[src/rtl/tmr_wake_pkg.sv]
package tmr_wake_pkg;
  localparam int NSRC    = 3;
  localparam int SRC_OVF = 0;
  localparam int SRC_ALM = 1;
  localparam int SRC_PSC = 2;
  localparam logic ADDR_EN  = 1'b0;
  localparam logic ADDR_CLR = 1'b1;
  typedef logic [NSRC-1:0] src_vec_t;
endpackage

[src/rtl/tmr_wake_cnt_ev.sv]
module tmr_wake_cnt_ev #(
  parameter int CNT_W = 32
) (
  input  logic             clk,
  input  logic             rst_n,
  input  logic [CNT_W-1:0] cnt_val,
  input  logic [CNT_W-1:0] alarm_val,
  output logic             ovf_ev,
  output logic             alm_ev
);
  logic [CNT_W-1:0] prev_q, prev_d;

  always_comb begin
    prev_d = cnt_val;
    ovf_ev = (&prev_q) && (cnt_val == '0);
    alm_ev = (cnt_val == alarm_val);
  end

  always_ff @(posedge clk or negedge rst_n) begin
    if (!rst_n) prev_q <= '0;
    else        prev_q <= prev_d;
  end
endmodule

[src/rtl/tmr_wake_psc_edge.sv]
module tmr_wake_psc_edge #(
  parameter int PSC_W = 16,
  localparam int SEL_W = (PSC_W > 1) ? $clog2(PSC_W) : 1
) (
  input  logic             clk,
  input  logic             rst_n,
  input  logic [PSC_W-1:0] psc_vec,
  input  logic [SEL_W-1:0] psc_sel,
  output logic             psc_ev
);
  logic bit_now, bit_q;

  always_comb begin
    bit_now = 1'b0;
    for (int i = 0; i < PSC_W; i++)
      if (psc_sel == SEL_W'(i)) bit_now = psc_vec[i];
    psc_ev = bit_now & ~bit_q;
  end

  always_ff @(posedge clk or negedge rst_n) begin
    if (!rst_n) bit_q <= 1'b0;
    else        bit_q <= bit_now;
  end
endmodule

[src/rtl/tmr_wake_regs.sv]
module tmr_wake_regs
  import tmr_wake_pkg::*;
(
  input  logic     clk,
  input  logic     rst_n,
  input  src_vec_t ev,
  input  logic     wr_en,
  input  logic     wr_addr,
  input  src_vec_t wr_data,
  output src_vec_t status_q,
  output src_vec_t en_q
);
  src_vec_t status_d, en_d, clr_mask;
  logic     en_load, st_load;

  always_comb begin
    clr_mask = (wr_en && wr_addr == ADDR_CLR) ? wr_data : '0;
    en_load  = wr_en && (wr_addr == ADDR_EN);
    status_d = (status_q & ~clr_mask) | ev;
    st_load  = (status_d != status_q);
    en_d     = wr_data;
  end

  always_ff @(posedge clk or negedge rst_n) begin
    if (!rst_n)       status_q <= '0;
    else if (st_load) status_q <= status_d;
  end

  always_ff @(posedge clk or negedge rst_n) begin
    if (!rst_n)       en_q <= '0;
    else if (en_load) en_q <= en_d;
  end
endmodule

[src/rtl/tmr_wake_gen.sv]
module tmr_wake_gen
  import tmr_wake_pkg::*;
#(
  parameter int CNT_W = 32,
  parameter int PSC_W = 16,
  localparam int SEL_W = (PSC_W > 1) ? $clog2(PSC_W) : 1
) (
  input  logic             clk,
  input  logic             rst_n,
  input  logic [CNT_W-1:0] cnt_val,
  input  logic [CNT_W-1:0] alarm_val,
  input  logic [PSC_W-1:0] psc_vec,
  input  logic [SEL_W-1:0] psc_sel,
  input  logic             wr_en,
  input  logic             wr_addr,
  input  logic [2:0]       wr_data,
  output logic             wake_req,
  output logic [2:0]       wake_status
);
  logic [1:0] rst_sync_q;
  logic       rst_int_n;
  logic       ovf_ev, alm_ev, psc_ev;
  src_vec_t   ev_all, status_q, en_q;

  always_ff @(posedge clk or negedge rst_n) begin
    if (!rst_n) rst_sync_q <= 2'b00;
    else        rst_sync_q <= {rst_sync_q[0], 1'b1};
  end
  assign rst_int_n = rst_sync_q[1];

  tmr_wake_cnt_ev #(.CNT_W(CNT_W)) u_cnt_ev (
    .clk(clk), .rst_n(rst_int_n), .cnt_val(cnt_val), .alarm_val(alarm_val),
    .ovf_ev(ovf_ev), .alm_ev(alm_ev)
  );

  tmr_wake_psc_edge #(.PSC_W(PSC_W)) u_psc_edge (
    .clk(clk), .rst_n(rst_int_n), .psc_vec(psc_vec), .psc_sel(psc_sel),
    .psc_ev(psc_ev)
  );

  always_comb begin
    ev_all          = '0;
    ev_all[SRC_OVF] = ovf_ev;
    ev_all[SRC_ALM] = alm_ev;
    ev_all[SRC_PSC] = psc_ev;
  end

  tmr_wake_regs u_regs (
    .clk(clk), .rst_n(rst_int_n), .ev(ev_all), .wr_en(wr_en),
    .wr_addr(wr_addr), .wr_data(wr_data), .status_q(status_q), .en_q(en_q)
  );

  assign wake_req    = |(status_q & en_q);
  assign wake_status = status_q;
endmodule

[config.mk]
export PLATFORM = sky130hd
export DESIGN_NAME = tmr_wake_gen
export DESIGN_NICKNAME = d
export VERILOG_FILES = /design/src/rtl/tmr_wake_pkg.sv /design/src/rtl/tmr_wake_cnt_ev.sv /design/src/rtl/tmr_wake_psc_edge.sv /design/src/rtl/tmr_wake_regs.sv /design/src/rtl/tmr_wake_gen.sv
export SDC_FILE = /design/constraint.sdc
export NUM_CORES = 1
export LEC_CHECK = 0
export ABC_CLOCK_PERIOD_IN_PS = 1800
export CORE_AREA = 2 2 69 71
export CTS_CLUSTER_SIZE = 24
export DETAILED_ROUTE_END_ITERATION = 16
export DIE_AREA = 0 0 71 73
export PLACE_DENSITY = 0.83
export SLEW_MARGIN = 20
export SYNTH_ARGS = -nofsm -noshare
export SYNTH_HDL_FRONTEND = slang
export SYNTH_SLANG_ARGS = --single-unit
[constraint.sdc]
create_clock -name clk -period 1.8 [get_ports clk]
set_input_delay 0.36 -clock clk [delete_from_list [all_inputs] [get_ports clk]]
set_output_delay 0.36 -clock clk [all_outputs]
set_load 0.02 [all_outputs]
## Word level (Yosys, flattened, before mapping)

Cells that the tools add are included.
Widths: inputs -> output; s select.

| storage, ports and cells | value |
|---|---|
| flip-flop bits (word level) | 41 |

| cells by class | value |
|---|---|
| equality and inequality tests | 17 |
| muxes and demuxes | 17 |
| bitwise gates (word level) | 7 |
| reduce and logical (&&, ||, !) cells | 7 |

Operators with widths:

| cell | number |
|---|---|
| $eq 32x32->1 | 1 |
| $eq 4x4->1 const B | 8 |
| $logic_not 32->1 | 1 |
| $reduce_and 32->1 | 1 |
| $eq 4x3->1 const B | 4 |
| $mux 1 | 16 |
| $eq 4x2->1 const B | 2 |
| $and 3x3->3 | 2 |
| $eq 4x1->1 const B | 1 |
| $logic_not 4->1 | 1 |
| $logic_and 1x1->1 | 3 |
| $mux 3 | 1 |
| $ne 3x3->1 | 1 |
| $not 3->3 | 1 |
| $or 3x3->3 | 1 |
| $reduce_or 3->1 | 1 |
| $not 1->1 | 2 |
| $and 1x1->1 | 1 |

## Longest topological paths before layout

Gate-level depths: netlist of the first run.

| logic depth | value |
|---|---|
| depth after elaboration | 20 |
| depth in mapped cells | 5 |

## Hierarchy

From an unflattened synthesis of the first run, not the netlist that was laid out.

| second synthesis, totals | value |
|---|---|
| cells, all modules | 143 |
| area, all modules | 1865.5 um2 |

Modules (own cells, without submodules):

| module | times used | cells each | area each (um2) | seq. area each (um2) |
|---|---|---|---|---|
| tmr_wake_cnt_ev | 1 | 98 | 1321.3 | 800.8 |
| tmr_wake_regs | 1 | 16 | 246.5 | 150.1 |
| tmr_wake_psc_edge | 1 | 24 | 230.2 | 25.0 |
| tmr_wake_gen | 1 | 5 | 67.6 | 50.0 |

## Least setup slack after synthesis of the first run

Ideal clock, no wire load.

| path | value |
|---|---|
| kind | input to register |
| start point | in psc_sel[0] |
| end point | reg u_regs.status_q[2] |
| setup time | 135 ps |
| arrival | 1312 ps |
| path slack | 353 ps |
| cell stages on the path | 5 |
| buffers on the path | 1 |
| cells stage by stage | buf_6 mux4_2 a2bb2oi_1 a21oi_2 a31oi_1 |

| on the way | value |
|---|---|
| longest elaborated chain between the ends | 20 |

RTL lines:

| element | line | RTL |
|---|---|---|
| start, declared | tmr_wake_gen.sv:13 | `input logic [SEL_W-1:0] psc_sel,` |
| $logic_not 4->1 | tmr_wake_psc_edge.sv:16 | `if (psc_sel == SEL_W'(i)) bit_now = psc_vec[i];` |
| $mux 1 (15 in a row) | tmr_wake_psc_edge.sv:16 |  |
| $mux 1 * | tmr_wake_psc_edge.sv:16 |  |
| $and 1x1->1 * | tmr_wake_psc_edge.sv:17 | `psc_ev = bit_now & ~bit_q;` |
| $or 3x3->3 * | tmr_wake_regs.sv:19 | `status_d = (status_q & ~clr_mask) \| ev;` |
| $ne 3x3->1 | tmr_wake_regs.sv:20 | `st_load = (status_d != status_q);` |
| end signal, assigned | tmr_wake_regs.sv:26 | `else if (st_load) status_q <= status_d;` |
| end, declared | tmr_wake_regs.sv:10 | `output src_vec_t status_q,` |

Every way passes the cells marked *; elsewhere a longest branch is shown, timed or not.
A chain may end at the register's enable or synchronous reset.

## Worst setup path after layout of the first run

| path | value |
|---|---|
| start point | reg u_regs.status_q[0] |
| end point | out wake_status[0] |

RTL lines:

| element | line | RTL |
|---|---|---|
| end, declared | tmr_wake_gen.sv:18 | `output logic [2:0] wake_status` |

No word-level cell between the ends.

==> results of run 1 <==
-- metrics by stage --
stage | std cells | TNS, ns | utilization, %
after floorplan | 145 | 0 | -
after global placement | 311 | -0.237 | 64.8
after detailed placement | 311 | -0.450 | 64.8
after CTS | 319 | 0 | 67.7
after global routing | 319 | 0 | 67.6
final | 319 | 0 | 67.6
-- sequential cells by signal, indices dropped and copies added, names as in the netlist --
register / count
u_cnt_ev.prev_q: 32
u_regs.en_q: 3
u_regs.status_q: 3
u_psc_edge.bit_q: 1
rst_sync_q: 2
-- area by class of cell --
cell class	instances	area (µm²)	area share, %
inverters	3	11.3	0.367
multi-input cells	98	734	23.9
repair buffers	115	1090	35.7
well taps	54	67.6	2.20
flip-flops and latches	41	1030	33.5
clock inverters	3	65.1	2.12
clock buffers	5	68.8	2.24
-- layer usage --
metal | vias to the layer above | GRT usage (%) | wire [µm]
met5 | - | 0 | 0
met4 | 0 | 8.81 | 84
met3 | 7 | 4.70 | 327
met2 | 63 | 35.6 | 2550
met1 | 766 | 26.4 | 2170
li1 | 772 | - | -
-- worst register-to-register path: stages (launching register included) --
cell     delay, ns
dfrtp_1       0.34
and4b_1       0.20
nand4_1       0.11
nor4_1        0.24
a32o_1        0.22
-- kinds of logic after synthesis --
family | Yosys count | share of synthesized area (%)
simple gates | 45 | 14.7
flops | 41 | 57.3
xor+xnor | 32 | 15.6
compound gates | 12 | 5.03
mux | 8 | 5.38
buf+inv | 6 | 1.75
other cells | 1 | 0.209
-- layout by cell type (no fill, tap or decap), types with 2 or more instances in the layout --
cell	instances
a31oi_1	2
buf_4	21
bufinv_16	2
clkbuf_8	5
clkdlybuf4s50_1	93
dfrtp_1	41
inv_1	3
mux2_2	3
mux2i_1	4
nand2_1	4
nand3_1	4
nand4_1	10
nor2_1	3
nor3_1	2
nor4_1	16
o21ai_0	3
xor2_1	32
-- power by group through the flow --
stage	logic, W	clock network [W]	registers, W
2_1_floorplan	0.000127	0	0.00103
3_3_place_gp	0.000456	0	0.00102
3_5_place_dp	0.000467	0	0.00102
4_1_cts	0.000467	0.000883	0.00101
5_1_grt	0.000501	0.000911	0.00101
6_report	0.000460	0.000872	0.00100
-- how the worst max path moves through the flow --
stage	start	to	slack [ns]	cells past startpoint
floorplan	psc_sel[0]	u_regs.status_q[2]	0.35	5
global placement	cnt_val[17]	u_regs.status_q[0]	-0.09	4
finish	u_regs.status_q[0]	wake_status[0]	0.04	2
detailed placement	cnt_val[17]	u_regs.status_q[0]	-0.22	4
global route	u_regs.status_q[0]	wake_status[0]	0.003	2
CTS	u_regs.en_q[0]	wake_req	0.02	3
-- what timing repair did --
item,CTS,global route
cloned,0,0
endpoints found under the setup margin,1,1
gates resized for setup,1,2
pin swaps,0,1
==> qor.yml, run 1 <==
status: "finished clean"
post-cts-setup-buffers: 0
grt_start_max_net_pins: 35
pre_cts_ws_ns: -0.216
crit_path_top_delay_cell: "clkdlybuf4s50_1"
drive_gt1_share_pct: 13.2
clk_path_buf_depth: 2
crit_chain: "buf_4 -> clkdlybuf4s50_1"
ios: 95
start_util_pct: 39.5
synth.most_common_cell: "dfrtp_1"
synth.largest_area_cell: "dfrtp_1"
antenna_found_initial: 0
cts_tree: "yes"
min_period_ns: 1.76
r2r_cells: 4
p_clk_share_pct: 37.3
die_h_um: 73
power.internal_w: 0.00181
fmax_ghz: 0.570
antenna_left: 0
finalHoldViolations: 0
ys_ff_latch: 41
first_pass_iters: 4
rows: 25
r2r_start: "u_cnt_ev.prev_q[17]"
syn_area_per_cell_um2: 12.4
synth_flop_cell: "dfrtp_1"
seq_area_frac_synth_pct: 57.3
cts-buffers-inserted: 5
placed_area_mm2: 0.00294
combPwrFrac_pct: 19.7
end_kind: "output port"
synth_cells: 145
fin_hold_ws_ns: 0.0842
design_power_total_w: 0.00234
yosys.area.top_type_share_pct: 57.3
synth_edf_count: 0
power_density_mw_per_mm2: 762
setup_viol_count_final: 0
layout_worst_path_cycle_share_pct: 97.5
grt_usage_pct: 21.1
finClkSkew_ns: 0.00481
synthArstFlopShare_pct: 100
r2r_end: "u_regs.status_q[0]"
power_switching_w: 0.000521
peakVddDrop_mv: 0.500
clk_latency_ns: 0.30
wl_um: 5130
wl_per_cell_um: 16.1
cts-root-buf: "clkbuf_8"
fillers: 355
drv_slew: 0
n_antenna_cell: 0
cts.sinks: 41
hp-class: "reg2async"
drt_drc_violations_left: 0
syn-num-nets: 236
postLayoutCellArea_mm2: 0.00307
reg2reg_slack_ns: 0.62
die_w_um: 71
crit_family: "buffers and inverters"
clk_pin_slew_ns: 0.08
drtIter0Drc: 63
coreArea_mm2: 0.00454
critPathRequiredTime_ns: 1.44
ys_top_cells_by_count: "41 x dfrtp_1, 32 x xor2_1, 16 x nor4_1, 10 x nand4_1"
cp_max_fo: 2
cp_slowest_stage_delay_ns: 0.60
grt-ovfl-total: 0
maxCapViolCount: 0
via_count: 1608
fin_nets: 355
grt_pass1_wl_um: 8170
p_seq_share_pct: 43.0
cp.buffers_inverters: 2
syn_area_mm2: 0.00179
hpwl_um: 4270
avgViaCountPerCell: 5.04
leakage_nw: 1.29
grt_pass1_vias: 1698
layout_setup_ws_ns: 0.0446
dieArea_mm2: 0.00518
synthTopCellsByArea: "dfrtp_1 57%, xor2_1 16%, nor4_1 5.6%, nand4_1 3.5%, mux2i_1 2.2%"
hold_buffers: 0
p_sw_share_pct: 22.3
syn_to_final_growth_pct: 71.2
cp.arrival_ns: 1.40
yosysWarnings: 0
criticalPathCategory: "reg2out"
port_buffers: 94
synthDistinctLibCells: 31
rsz0062_at_grt: "false"
place_congestion: 0.778
htree_num_levels: 2
crit_path_start_kind: "flip-flop"
Note: power is estimated with default switching activity, not from simulation.
==> run 2: changes to the inputs <==
ABC_AREA = 0   (was unset)
==> results of run 2 <==
Same layout as run 1: the final DEF is identical, and so are final timing and power.
==> run 3: changes to the inputs <==
CTS_CLUSTER_DIAMETER = 60   (was unset)
PLACE_DENSITY = unset   (was 0.83)
PLACE_DENSITY_LB_ADDON = 0.1   (was unset)
==> qor.yml, run 3 (synthesis results as in run 1) <==
status: "finished clean"
fillers: 381
cts-root-buf: "clkbuf_8"
htree_num_levels: 2
largest_reg_flops: 32
antenna_left: 0
start_util_pct: 39.5
place_congestion: 0.733
cp_max_fo: 2
fmax_ghz: 0.577
final_core_util_pct: 66.1
layout_commonest_cell: "clkdlybuf4s50_1"
timing.setup.tns_ns: 0
grt_pass1_wl_um: 7820
wl_per_cell_um: 15.4
grt_usage_pct: 20.2
ios: 95
crit_path_start_kind: "flip-flop"
hpwl_um: 3920
cp.arrival_ns: 1.37
layout_common_cells: "93 x clkdlybuf4s50_1, 41 x dfrtp_1, 32 x xor2_1, 16 x nor4_1, 14 x buf_4"
cp_slowest_stage_delay_ns: 0.59
critPathRequiredTime_ns: 1.44
cp.buffers_inverters: 2
layout_worst_path_cycle_share_pct: 96.3
crit_path_top_delay_cell: "clkdlybuf4s50_1"
pre_cts_ws_ns: -0.169
via_count: 1557
clk_path_buf_depth: 2
setup_viol_count_final: 0
coreArea_mm2: 0.00454
dieArea_mm2: 0.00518
finClkSkew_ns: 0.00698
grt_start_max_net_pins: 40
cts-buffers-inserted: 5
layout_setup_ws_ns: 0.0668
power_density_mw_per_mm2: 733
clk_latency_ns: 0.29
fin_nets: 348
drive_gt1_share_pct: 10.5
end_kind: "output port"
hp-class: "in2async"
reg_top3: "u_cnt_ev.prev_q (32), u_regs.en_q (3), u_regs.status_q (3)"
drtIter0Drc: 72
port_buffers: 94
top_register: "u_cnt_ev.prev_q"
clk_pin_slew_ns: 0.07
wl_um: 4800
syn_to_final_growth_pct: 67.2
finalHoldViolations: 0
crit_chain: "buf_4 -> clkdlybuf4s50_1"
maxCapViolCount: 0
criticalPathCategory: "reg2out"
cts.sinks: 41
leakage_nw: 1.24
die_h_um: 73
grt_pass1_vias: 1693
grt-ovfl-total: 0
cts_tree: "yes"
n_antenna_cell: 0
rows: 25
crit_family: "buffers and inverters"
peakVddDrop_mv: 0.528
avgViaCountPerCell: 4.99
drt_drc_violations_left: 0
drv_slew: 0
die_w_um: 71
min_period_ns: 1.73
first_pass_iters: 4
rsz0062_at_grt: "false"
antenna_found_initial: 0
post-cts-setup-buffers: 0
[run 3: changes by cell type in the layout (fill, tap and decap cells not counted)]
cell,previous run,this run
clkbuf_1,0,1
buf_4,21,14
clkinv_2,1,0
clkbuf_8,5,6
bufinv_16,2,1
[run 3: final cells by class]
cell class | instances | area, µm² | area share (%)
Inverter | 3 | 11.3 | 0.376
Clock buffer | 7 | 86.3 | 2.88
Timing Repair Buffer | 108 | 1040 | 34.7
Tap cell | 54 | 67.6 | 2.25
Multi-Input combinational cell | 98 | 734 | 24.5
Sequential cell | 41 | 1030 | 34.2
Clock inverter | 1 | 30.0 | 1.00
[run 3: final timing paths]
kind                            cells past startpoint                  end  slack, ns          startpoint
worst max-delay path                                2       wake_status[0]       0.07  u_regs.status_q[0]
worst min-delay path                                1        rst_sync_q[0]       0.22               rst_n
worst max register to register                      4   u_regs.status_q[0]       0.68  u_cnt_ev.prev_q[1]
worst min register to register                      1  u_cnt_ev.prev_q[17]       0.29       rst_sync_q[1]
max in group asynchronous                           1     u_psc_edge.bit_q       1.17       rst_sync_q[1]
min in group clk                                    0        rst_sync_q[1]       0.36       rst_sync_q[0]
[run 3: routing by layer]
metal  share of wire [%]  wire length, µm  vias up  GRT usage (%)
li1                    -                -      760              -
met1                  45             2160      716           27.0
met2                  47             2240       73           31.7
met3                 6.8              325        8           6.77
met4                 1.5               74        0           5.66
met5                   0                0        -              0
[run 3: repair_timing]
action	in CTS	in global routing
hold buffers	0	0
setup endpoints to repair	1	1
resized for setup	1	2
cloned	0	0
[run 3: power by group]
part / internal (W) / leakage [nW] / switching (W) / total [W]
sequential: 0.000979 / 0.483 / 0.0000230 / 0.00100
clock: 0.000452 / 0.0585 / 0.000295 / 0.000747
combinational: 0.000277 / 0.701 / 0.000171 / 0.000448
[run 3: through the flow]
stage	power [W]	cell area, µm²	instances	hold slack (ns)
after floorplan	0.00116	1790	145	0.0644
after global placement	0.00147	2890	304	0.297
after detailed placement	0.00147	2890	304	0.299
after CTS	0.00222	3000	312	0.221
after global routing	0.00232	3000	312	0.217
final	0.00220	3000	312	0.223
